`config.mk`:
```
export PLATFORM = sky130hd
export DESIGN_NAME = irq_vector_ctrl
export DESIGN_NICKNAME = d
export VERILOG_FILES = /design/src/rtl/irq_vc_pkg.sv /design/src/rtl/irq_edge_det.sv /design/src/rtl/irq_flag_bank.sv /design/src/rtl/irq_prio_sel.sv /design/src/rtl/irq_vector_ctrl.sv
export SDC_FILE = /design/constraint.sdc
export NUM_CORES = 1
export LEC_CHECK = 0
export BUFFER_PORTS_ARGS = -buffer_cell sky130_fd_sc_hd__buf_2
export CORE_MARGIN = 2
export CORE_UTILIZATION = 47
export CTS_CLUSTER_SIZE = 10
export DETAILED_ROUTE_END_ITERATION = 12
export PLACE_DENSITY = 0.83
export SETUP_SLACK_MARGIN = 0.4
export SLEW_MARGIN = 40
export SYNTH_ARGS = -nofsm -noshare
export SYNTH_HDL_FRONTEND = slang
export SYNTH_HIERARCHICAL = 1
export SYNTH_SLANG_ARGS = --single-unit
```
`constraint.sdc`:
```
create_clock -name clk -period 3.78 [get_ports clk]
set_clock_uncertainty 0.15 [all_clocks]
set_input_delay 0.189 -clock clk [delete_from_list [all_inputs] [get_ports clk]]
set_output_delay 0.189 -clock clk [all_outputs]
set_load 0.02 [all_outputs]
```
`src/rtl/irq_vc_pkg.sv`:
```
package irq_vc_pkg;
   localparam int NUM_SRC = 4;
   typedef enum logic [1:0] {
      SRC_EXT = 2'd0,
      SRC_TB  = 2'd1,
      SRC_RTC = 2'd2,
      SRC_TMR = 2'd3
   } irq_src_e;

   function automatic logic [15:0] vec_of(input int idx, input int base, input int stride);
      vec_of = 16'(base + idx * stride);
   endfunction
endpackage

```
`src/rtl/irq_edge_det.sv`:
```
module irq_edge_det #(
   parameter int SYNC_STAGES = 2
) (
   input  logic clk,
   input  logic rst_n,
   input  logic pin,
   output logic fall
);
   logic [SYNC_STAGES:0] chain;
   logic                 prev_q;

   assign chain[0] = pin;

   generate
      for (genvar s = 0; s < SYNC_STAGES; s++) begin : g_sync
         always_ff @(posedge clk) begin
            if (!rst_n) chain[s+1] <= 1'b1;
            else        chain[s+1] <= chain[s];
         end
      end
   endgenerate

   always_ff @(posedge clk) begin
      if (!rst_n) prev_q <= 1'b1;
      else        prev_q <= chain[SYNC_STAGES];
   end

   assign fall = prev_q & ~chain[SYNC_STAGES];
endmodule

```
`src/rtl/irq_flag_bank.sv`:
```
module irq_flag_bank #(
   parameter int N = 4
) (
   input  logic         clk,
   input  logic         rst_n,
   input  logic [N-1:0] hw_set,
   input  logic [N-1:0] sw_wr,
   input  logic [N-1:0] sw_val,
   input  logic [N-1:0] acc_clr,
   output logic [N-1:0] flag
);
   generate
      for (genvar i = 0; i < N; i++) begin : g_flag
         logic nxt;
         always_comb begin
            nxt = flag[i];
            if (sw_wr[i])   nxt = sw_val[i];
            if (acc_clr[i]) nxt = 1'b0;
            if (hw_set[i])  nxt = 1'b1;
         end
         always_ff @(posedge clk) begin
            if (!rst_n) flag[i] <= 1'b0;
            else        flag[i] <= nxt;
         end
      end
   endgenerate
endmodule

```
`src/rtl/irq_prio_sel.sv`:
```
module irq_prio_sel #(
   parameter int N = 4,
   localparam int IW = (N > 1) ? $clog2(N) : 1
) (
   input  logic [N-1:0]  req,
   output logic          any,
   output logic [IW-1:0] idx,
   output logic [N-1:0]  grant
);
   always_comb begin
      idx = '0;
      for (int i = N - 1; i >= 0; i--) begin
         if (req[i]) idx = IW'(i);
      end
   end

   assign any = |req;

   generate
      for (genvar g = 0; g < N; g++) begin : g_grant
         assign grant[g] = any && (idx == IW'(g));
      end
   endgenerate
endmodule

```
`src/rtl/irq_vector_ctrl.sv`:
```
module irq_vector_ctrl
   import irq_vc_pkg::*;
#(
   parameter int VEC_W       = 8,
   parameter int VEC_BASE    = 4,
   parameter int VEC_STRIDE  = 4,
   parameter int SYNC_STAGES = 2,
   parameter bit SAMPLE_GATED = 1'b1
) (
   input  logic             clk,
   input  logic             rst_n,
   input  logic             ext_pin,
   input  logic             tb_tick,
   input  logic             rtc_tick,
   input  logic             tmr_ovf,
   input  logic             reg_wr,
   input  logic             reg_sel,
   input  logic [7:0]       reg_wdata,
   output logic [7:0]       reg0_rdata,
   output logic [7:0]       reg1_rdata,
   input  logic             stack_full,
   input  logic             sample,
   input  logic             ret_pulse,
   input  logic             reti_pulse,
   output logic             call_req,
   output logic [VEC_W-1:0] call_vec,
   input  logic             call_ack
);
   localparam int IW      = $clog2(NUM_SRC);
   localparam int VEC_TOP = VEC_BASE + (NUM_SRC - 1) * VEC_STRIDE;

   initial begin
      if (VEC_W < 1 || VEC_W > 16)
         $error("VEC_W must be 1..16");
      if (VEC_TOP >= (1 << VEC_W))
         $error("vector range does not fit VEC_W");
      if (VEC_STRIDE < 1)
         $error("VEC_STRIDE must be positive");
      if (SYNC_STAGES < 0 || SYNC_STAGES > 4)
         $error("SYNC_STAGES must be 0..4");
   end

   logic                 emi_q;
   logic [NUM_SRC-1:0]   en_q;
   logic [NUM_SRC-1:0]   flag;
   logic [NUM_SRC-1:0]   hw_set;
   logic [NUM_SRC-1:0]   sw_wr;
   logic [NUM_SRC-1:0]   sw_val;
   logic [NUM_SRC-1:0]   acc_clr;
   logic [NUM_SRC-1:0]   grant;
   logic                 any_req;
   logic [IW-1:0]        win_idx;
   logic                 ext_fall;
   logic                 eval_pt;
   logic                 accept;
   logic                 wr0;
   logic                 wr1;

   irq_edge_det #(.SYNC_STAGES(SYNC_STAGES)) u_edge (
      .clk   (clk),
      .rst_n (rst_n),
      .pin   (ext_pin),
      .fall  (ext_fall)
   );

   assign wr0 = reg_wr & ~reg_sel;
   assign wr1 = reg_wr &  reg_sel;

   assign hw_set[SRC_EXT] = ext_fall;
   assign hw_set[SRC_TB]  = tb_tick;
   assign hw_set[SRC_RTC] = rtc_tick;
   assign hw_set[SRC_TMR] = tmr_ovf;

   assign sw_wr  = {wr1, wr0, wr0, wr0};
   assign sw_val = {reg_wdata[4], reg_wdata[6], reg_wdata[5], reg_wdata[4]};

   irq_flag_bank #(.N(NUM_SRC)) u_flags (
      .clk     (clk),
      .rst_n   (rst_n),
      .hw_set  (hw_set),
      .sw_wr   (sw_wr),
      .sw_val  (sw_val),
      .acc_clr (acc_clr),
      .flag    (flag)
   );

   irq_prio_sel #(.N(NUM_SRC)) u_prio (
      .req   (flag & en_q),
      .any   (any_req),
      .idx   (win_idx),
      .grant (grant)
   );

   generate
      if (SAMPLE_GATED) begin : g_gated
         assign eval_pt = sample;
      end else begin : g_free
         assign eval_pt = 1'b1;
      end
   endgenerate

   assign accept  = eval_pt & emi_q & ~stack_full & ~call_req & any_req;
   assign acc_clr = accept ? grant : '0;

   always_ff @(posedge clk) begin
      if (!rst_n) begin
         en_q <= '0;
      end else begin
         if (wr0) en_q[SRC_RTC:SRC_EXT] <= reg_wdata[3:1];
         if (wr1) en_q[SRC_TMR]         <= reg_wdata[0];
      end
   end

   always_ff @(posedge clk) begin
      if (!rst_n)          emi_q <= 1'b0;
      else if (accept)     emi_q <= 1'b0;
      else if (reti_pulse) emi_q <= 1'b1;
      else if (wr0)        emi_q <= reg_wdata[0];
   end

   always_ff @(posedge clk) begin
      if (!rst_n) begin
         call_req <= 1'b0;
         call_vec <= '0;
      end else if (accept) begin
         call_req <= 1'b1;
         call_vec <= VEC_W'(vec_of(int'(win_idx), VEC_BASE, VEC_STRIDE));
      end else if (call_req && call_ack) begin
         call_req <= 1'b0;
      end
   end

   assign reg0_rdata = {1'b0, flag[SRC_RTC], flag[SRC_TB], flag[SRC_EXT],
                        en_q[SRC_RTC], en_q[SRC_TB], en_q[SRC_EXT], emi_q};
   assign reg1_rdata = {3'b000, flag[SRC_TMR], 3'b000, en_q[SRC_TMR]};
endmodule

```
After elaboration in Yosys (flattened, before gate mapping)
Index checks and enable logic that the tools add are counted.
{"block": "word_totals", "reg_bits": 21, "in_bits": 21, "out_inout_bits": 25, "wordCells": 64}
{"block": "op_classes", "n_addsub": 1, "eq_ne": 3, "n_mux": 21, "n_bitwise": 13, "reduce_logical": 14}
{"op": "1-bit two-way mux", "count": 16}
{"op": "3-bit nonzero test", "count": 4}
{"op": "2-bit two-way mux", "count": 4}
{"op": "1-bit AND", "count": 7}
{"op": "3-bit by 4-bit adder with 5-bit output (first input constant)", "count": 1}
{"op": "1-bit logical AND", "count": 5}
{"op": "1-bit inverter", "count": 5}
{"op": "4-bit AND", "count": 1}
{"op": "2-bit equality test (second input constant)", "count": 2}
{"op": "4-bit two-way mux", "count": 1}
{"op": "2-bit nonzero test", "count": 2}
{"op": "4-bit OR reduction", "count": 1}
{"op": "2-bit by 1-bit equality test with 1-bit output (second input constant)", "count": 1}
{"op": "2-bit logical NOT", "count": 1}
{"op": "2-bit OR reduction", "count": 1}

Longest topological paths before layout
{"block": "logic_depth", "depth_word": 10, "mapped_depth": 8, "mapped_depth_nobuf": 8}

Hierarchy
The synthesis kept the hierarchy.
{"module": "irq_vector_ctrl", "instances": 1, "cells_per_inst": 61, "area_per_inst_um2": 554.3, "seq_area_each_um2": 180.2}
{"module": "irq_flag_bank", "instances": 1, "cells_per_inst": 20, "area_per_inst_um2": 180.2, "seq_area_each_um2": 80.1}
{"module": "irq_edge_det", "instances": 1, "cells_per_inst": 7, "area_per_inst_um2": 85.1, "seq_area_each_um2": 60.1}
{"module": "irq_prio_sel", "instances": 1, "cells_per_inst": 11, "area_per_inst_um2": 50.0, "seq_area_each_um2": 0.0}

Worst setup path before layout
OpenSTA, ideal clock, no wires.
{"block": "synth_path", "path_kind": "register to register", "start": "register en_q[0]", "end": "register u_flags.flag[0]", "setup_ps": 118, "t_arrival_ps": 1400, "required_ps": 3512, "path_slack_ps": 2112, "stages_incl_launch_ff": 9, "path_buffers": 0, "path_cell_list": "dfxtp_1 -> and2_1 -> nor2_1 -> nand2_1 -> nand4b_1 -> nor2_4 -> and2_1 -> nand2b_1 -> o21ai_1"}
{"block": "synth_via", "elab_cells_between_ends": 10}
{"item": "from (decl)", "line": "irq_vector_ctrl.sv:44", "source": "logic [NUM_SRC-1:0] en_q;"}
{"item": "from (signal, indexed assignment)", "line": "irq_vector_ctrl.sv:109", "source": "if (wr0) en_q[SRC_RTC:SRC_EXT] <= reg_wdata[3:1];"}
{"item": "from (signal, indexed assignment)", "line": "irq_vector_ctrl.sv:110", "source": "if (wr1) en_q[SRC_TMR] <= reg_wdata[0];"}
{"item": "4-bit AND (*)", "line": "irq_vector_ctrl.sv:88", "source": ".req (flag & en_q),"}
{"item": "4-bit OR reduction (*)", "line": "irq_prio_sel.sv:17", "source": "assign any = |req;"}
{"item": "via any_req", "line": "irq_vector_ctrl.sv:51", "source": "logic any_req;"}
{"item": "1-bit AND or 1-bit logical AND (tied branches)", "line": "irq_vector_ctrl.sv:102, irq_prio_sel.sv:21"}
{"item": "4-bit two-way mux (*)", "line": "irq_vector_ctrl.sv:103", "source": "assign acc_clr = accept ? grant : '0;"}
{"item": "via acc_clr[0]", "line": "irq_vector_ctrl.sv:49", "source": "logic [NUM_SRC-1:0] acc_clr;"}
{"item": "1-bit two-way mux", "line": "irq_flag_bank.sv:18", "source": "if (acc_clr[i]) nxt = 1'b0;"}
{"item": "1-bit two-way mux", "line": "irq_flag_bank.sv:19", "source": "if (hw_set[i]) nxt = 1'b1;"}
{"item": "to (signal, indexed assignment)", "line": "irq_flag_bank.sv:23", "source": "else flag[i] <= nxt;"}
{"item": "to (decl)", "line": "irq_flag_bank.sv:10", "source": "output logic [N-1:0] flag"}
The timed path passes the listed nets; every way through them passes the cells marked *.
A chain may end at the register's enable or synchronous reset.

Worst setup path after layout
{"block": "layout_path", "start": "register u_flags.flag[0]", "end": "register u_flags.flag[1]"}
{"block": "layout_via", "elab_cells_between_ends": 10}
{"item": "4-bit AND (*)", "line": "irq_vector_ctrl.sv:88"}
{"item": "4-bit OR reduction (*)", "line": "irq_prio_sel.sv:17"}
{"item": "via any_req", "line": "irq_vector_ctrl.sv:51"}
{"item": "1-bit AND or 1-bit logical AND (tied branches)", "line": "irq_vector_ctrl.sv:102, irq_prio_sel.sv:21"}
{"item": "4-bit two-way mux (*)", "line": "irq_vector_ctrl.sv:103"}
{"item": "via acc_clr[1]", "line": "irq_vector_ctrl.sv:49"}
{"item": "1-bit two-way mux", "line": "irq_flag_bank.sv:18"}
{"item": "1-bit two-way mux", "line": "irq_flag_bank.sv:19"}
Marks and branches as above.

==> flow_summary_export.csv <==
group,metric,value,unit
run_status,status,"finished, final reports clean",
timing,hold_viol_final,0,
yosys,synth_area,870,µm²
layout,final_area,0.00107,mm²
timing,slew_viol_final,0,
clock_tree,clock_latency,280,ps
global_route,antenna_found_initial,0,
layout,antennaDiodeCount,0,
setup_path,required,3800,ps
pwr,peakVddDrop,0.174,mV
detailed_routing,wl_per_cell,10.3,µm
yosys,syn_avg_cell_area,8.78,µm²
clock_tree,htree_levels,1,
yosys,yosys_warnings,6,
clock_tree,clk_path_buf_depth,2,
setup_path,arrival,1740,ps
clock_tree,cts_sinks,16,
clock_tree,post_cts_resized,0,
die,die_w,47.0,µm
worst_hold_path,min_path_type,"in2reg",
placed_design,post-place-ws,2070,ps
detailed_routing,vias_per_cell,4.36,
detailed_routing,ant_nets,0,
yosys,ys_seq_area_share,36.8,%
detailed_routing,drt_iter0_markers,6,
yosys,ys_ff_latch,16,
timing,post-route-worst-setup-slack,2060,ps
die,ios,46,
die,core,0.00173,mm²
setup_path,cp-end-kind,"flop",
global_route,grt_pass1_vias,650,
placed_design,dp_hpwl,1180,µm
layout,nets,159,
timing,holdWs,21.8,ps
global_route,grt_pass1_wl,2680,µm
yosys,synth_cell_types,22,
timing,fmax,582,MHz
flow_run,maxCapViolCount,0,
timing,final-setup-viol-count,0,
die,die_y,47.0,µm
timing,tns,0,ps
global_route,grt_max_degree,20,
detailed_routing,dr.pass1.iters,2,
die,initial_core_util,50.4,%
pwr,p_leak,0.529,nW
clock_tree,cts_tree,"done",
placed_design,dpl_cell_area,981,µm²
layout,drive_above_1_share,28.1,%
layout,final_core_util,62.2,%
placed_design,finalWeightedCongestion,0.723,
pwr,power_density,318,mW/mm²
yosys,synthCells,99,
die,die_area,0.00221,mm²
setup_path,reg2reg_slack,2060,ps
clock_tree,numCtsBuffers,3,
timing,min_period,1720,ps
detailed_routing,wirelength,1640,µm
detailed_routing,vias,698,
global_route,overflow,0,
timing,fin_crit_sh,45.5,%
detailed_routing,drc,0,
placed_design,port-buffer-count,31,
setup_path,crit_path_max_fanout,9,
global_route,grt_use_total,17.1,%
die,row_count,15,
setup_path,cp-start-kind,"flop",
clock_tree,cts.clk_slew.worst_paths,90,ps
timing,rsz0062_at_grt,"false",
clock_tree,cts_root_buf,"clkbuf_4",
setup_path,critPathKind,"reg2reg",
layout,areaGrowthSynthToFinish,23.5,%
metrics by stage:
stage | std cells | total power [mW]
after floorplan | 110 | 0.241
after global placement | 150 | 0.250
after detailed placement | 150 | 0.251
after CTS | 160 | 0.345
after global routing | 160 | 0.362
final | 160 | 0.341
worst max-delay path, cell delays in order, from the launching register on:
cell and delay [ps]:
dfxtp_1 350, and2_1 240, nor2_1 100, nand2_1 80
nand4b_1 130, nor2_4 250, and2_1 160, nand2b_1 100
o21ai_1 60
Yosys cell counts:
master / instances / area share (%)
nor3_1: 2 / 1.2
ha_1: 1 / 1.4
dfxtp_1: 16 / 37
inv_1: 3 / 1.3
nor2b_1: 2 / 1.4
nor2_1: 7 / 3.0
and2_1: 9 / 6.5
nor2b_4: 1 / 1.6
buf_4: 13 / 11
a21oi_1: 1 / 0.57
nor2_4: 1 / 1.3
nand2_1: 10 / 4.3
and2_2: 1 / 0.86
o21a_1: 1 / 0.86
nand4b_1: 1 / 1.0
o21ai_1: 4 / 2.3
nand2b_1: 9 / 6.5
conb_1: 1 / 0.43
a211oi_2: 1 / 1.4
clkbuf_1: 2 / 0.86
mux2i_1: 12 / 14
buf_6: 1 / 1.3
flip-flops by register name, summed over array words and instances, names as in the netlist:
signal and flops:
call_req 1, call_vec 3, emi_q 1, en_q 4, u_edge/chain 2, u_edge/prev_q 1
u_flags/flag 4
layout by cell type, fill, tap and decap left out:
cell	netlist	final
buf_2	0	31
dfxtp_1	16	16
mux2i_1	12	12
conb_1	1	12
nand2_1	10	10
and2_1	9	9
nand2b_1	9	9
nor2_1	7	7
dlygate4sd3_1	0	7
o21ai_1	4	4
inv_1	3	3
clkbuf_4	0	3
nor2b_1	2	2
nor3_1	2	2
and2_2	1	1
nor2b_4	1	1
nand4b_1	1	1
nor2_4	1	1
a211oi_2	1	1
o21a_1	1	1
ha_1	1	1
a21oi_1	1	1
timing repair:
| action | 4_1_cts | 5_1_grt |
|---|---|---|
| hold endpoints to repair | 7 | 0 |
| setup buffers | 0 | 0 |
| hold buffers | 7 | 0 |
cell families after synthesis:
kind of cell    after synthesis  synth area share, %
flops                        16                 36.8
other cells                   1                0.431
buf+inv                      19                 14.7
simple gates                 43                 27.6
mux                          12                 13.8
fa+ha+maj                     1                 1.44
compound gates                7                 5.18
final cells by class:
type,count,area [µm²]
inverter,3,11.3
fill,165,653
clock buffer,3,22.5
sequential,16,320
multi-input combinational,75,463
timing repair buffer,38,225
tap,25,31.3
where the power goes:
part | leakage, nW | switching [mW] | internal (mW)
Clock | 0.0138 | 0.0508 | 0.0369
Combinational | 0.383 | 0.0420 | 0.0293
Sequential | 0.132 | 0.00489 | 0.177
layer usage:
layer	vias to the layer above	GRT usage (%)	routed length [µm]
li1	371	-	-
met1	302	20.9	751
met2	25	29.3	790
met3	0	3.85	100
met4	0	6.11	0
met5	-	0	0
worst paths after layout:
kind | from | end | depth (start not counted)
setup / recovery | u_flags/flag[0]$_SDFFE_PN0P_ | u_flags/flag[1]$_SDFFE_PN0P_ | 8
hold / removal | reg_wdata[2] | en_q[1]$_SDFFE_PN0P_ | 3
setup reg to reg | u_flags/flag[0]$_SDFFE_PN0P_ | u_flags/flag[1]$_SDFFE_PN0P_ | 8
hold reg to reg | u_edge/chain[1]$_SDFF_PN1_ | u_edge/chain[2]$_SDFF_PN1_ | 1
No activity file was read; power rests on OpenSTA's default activity.
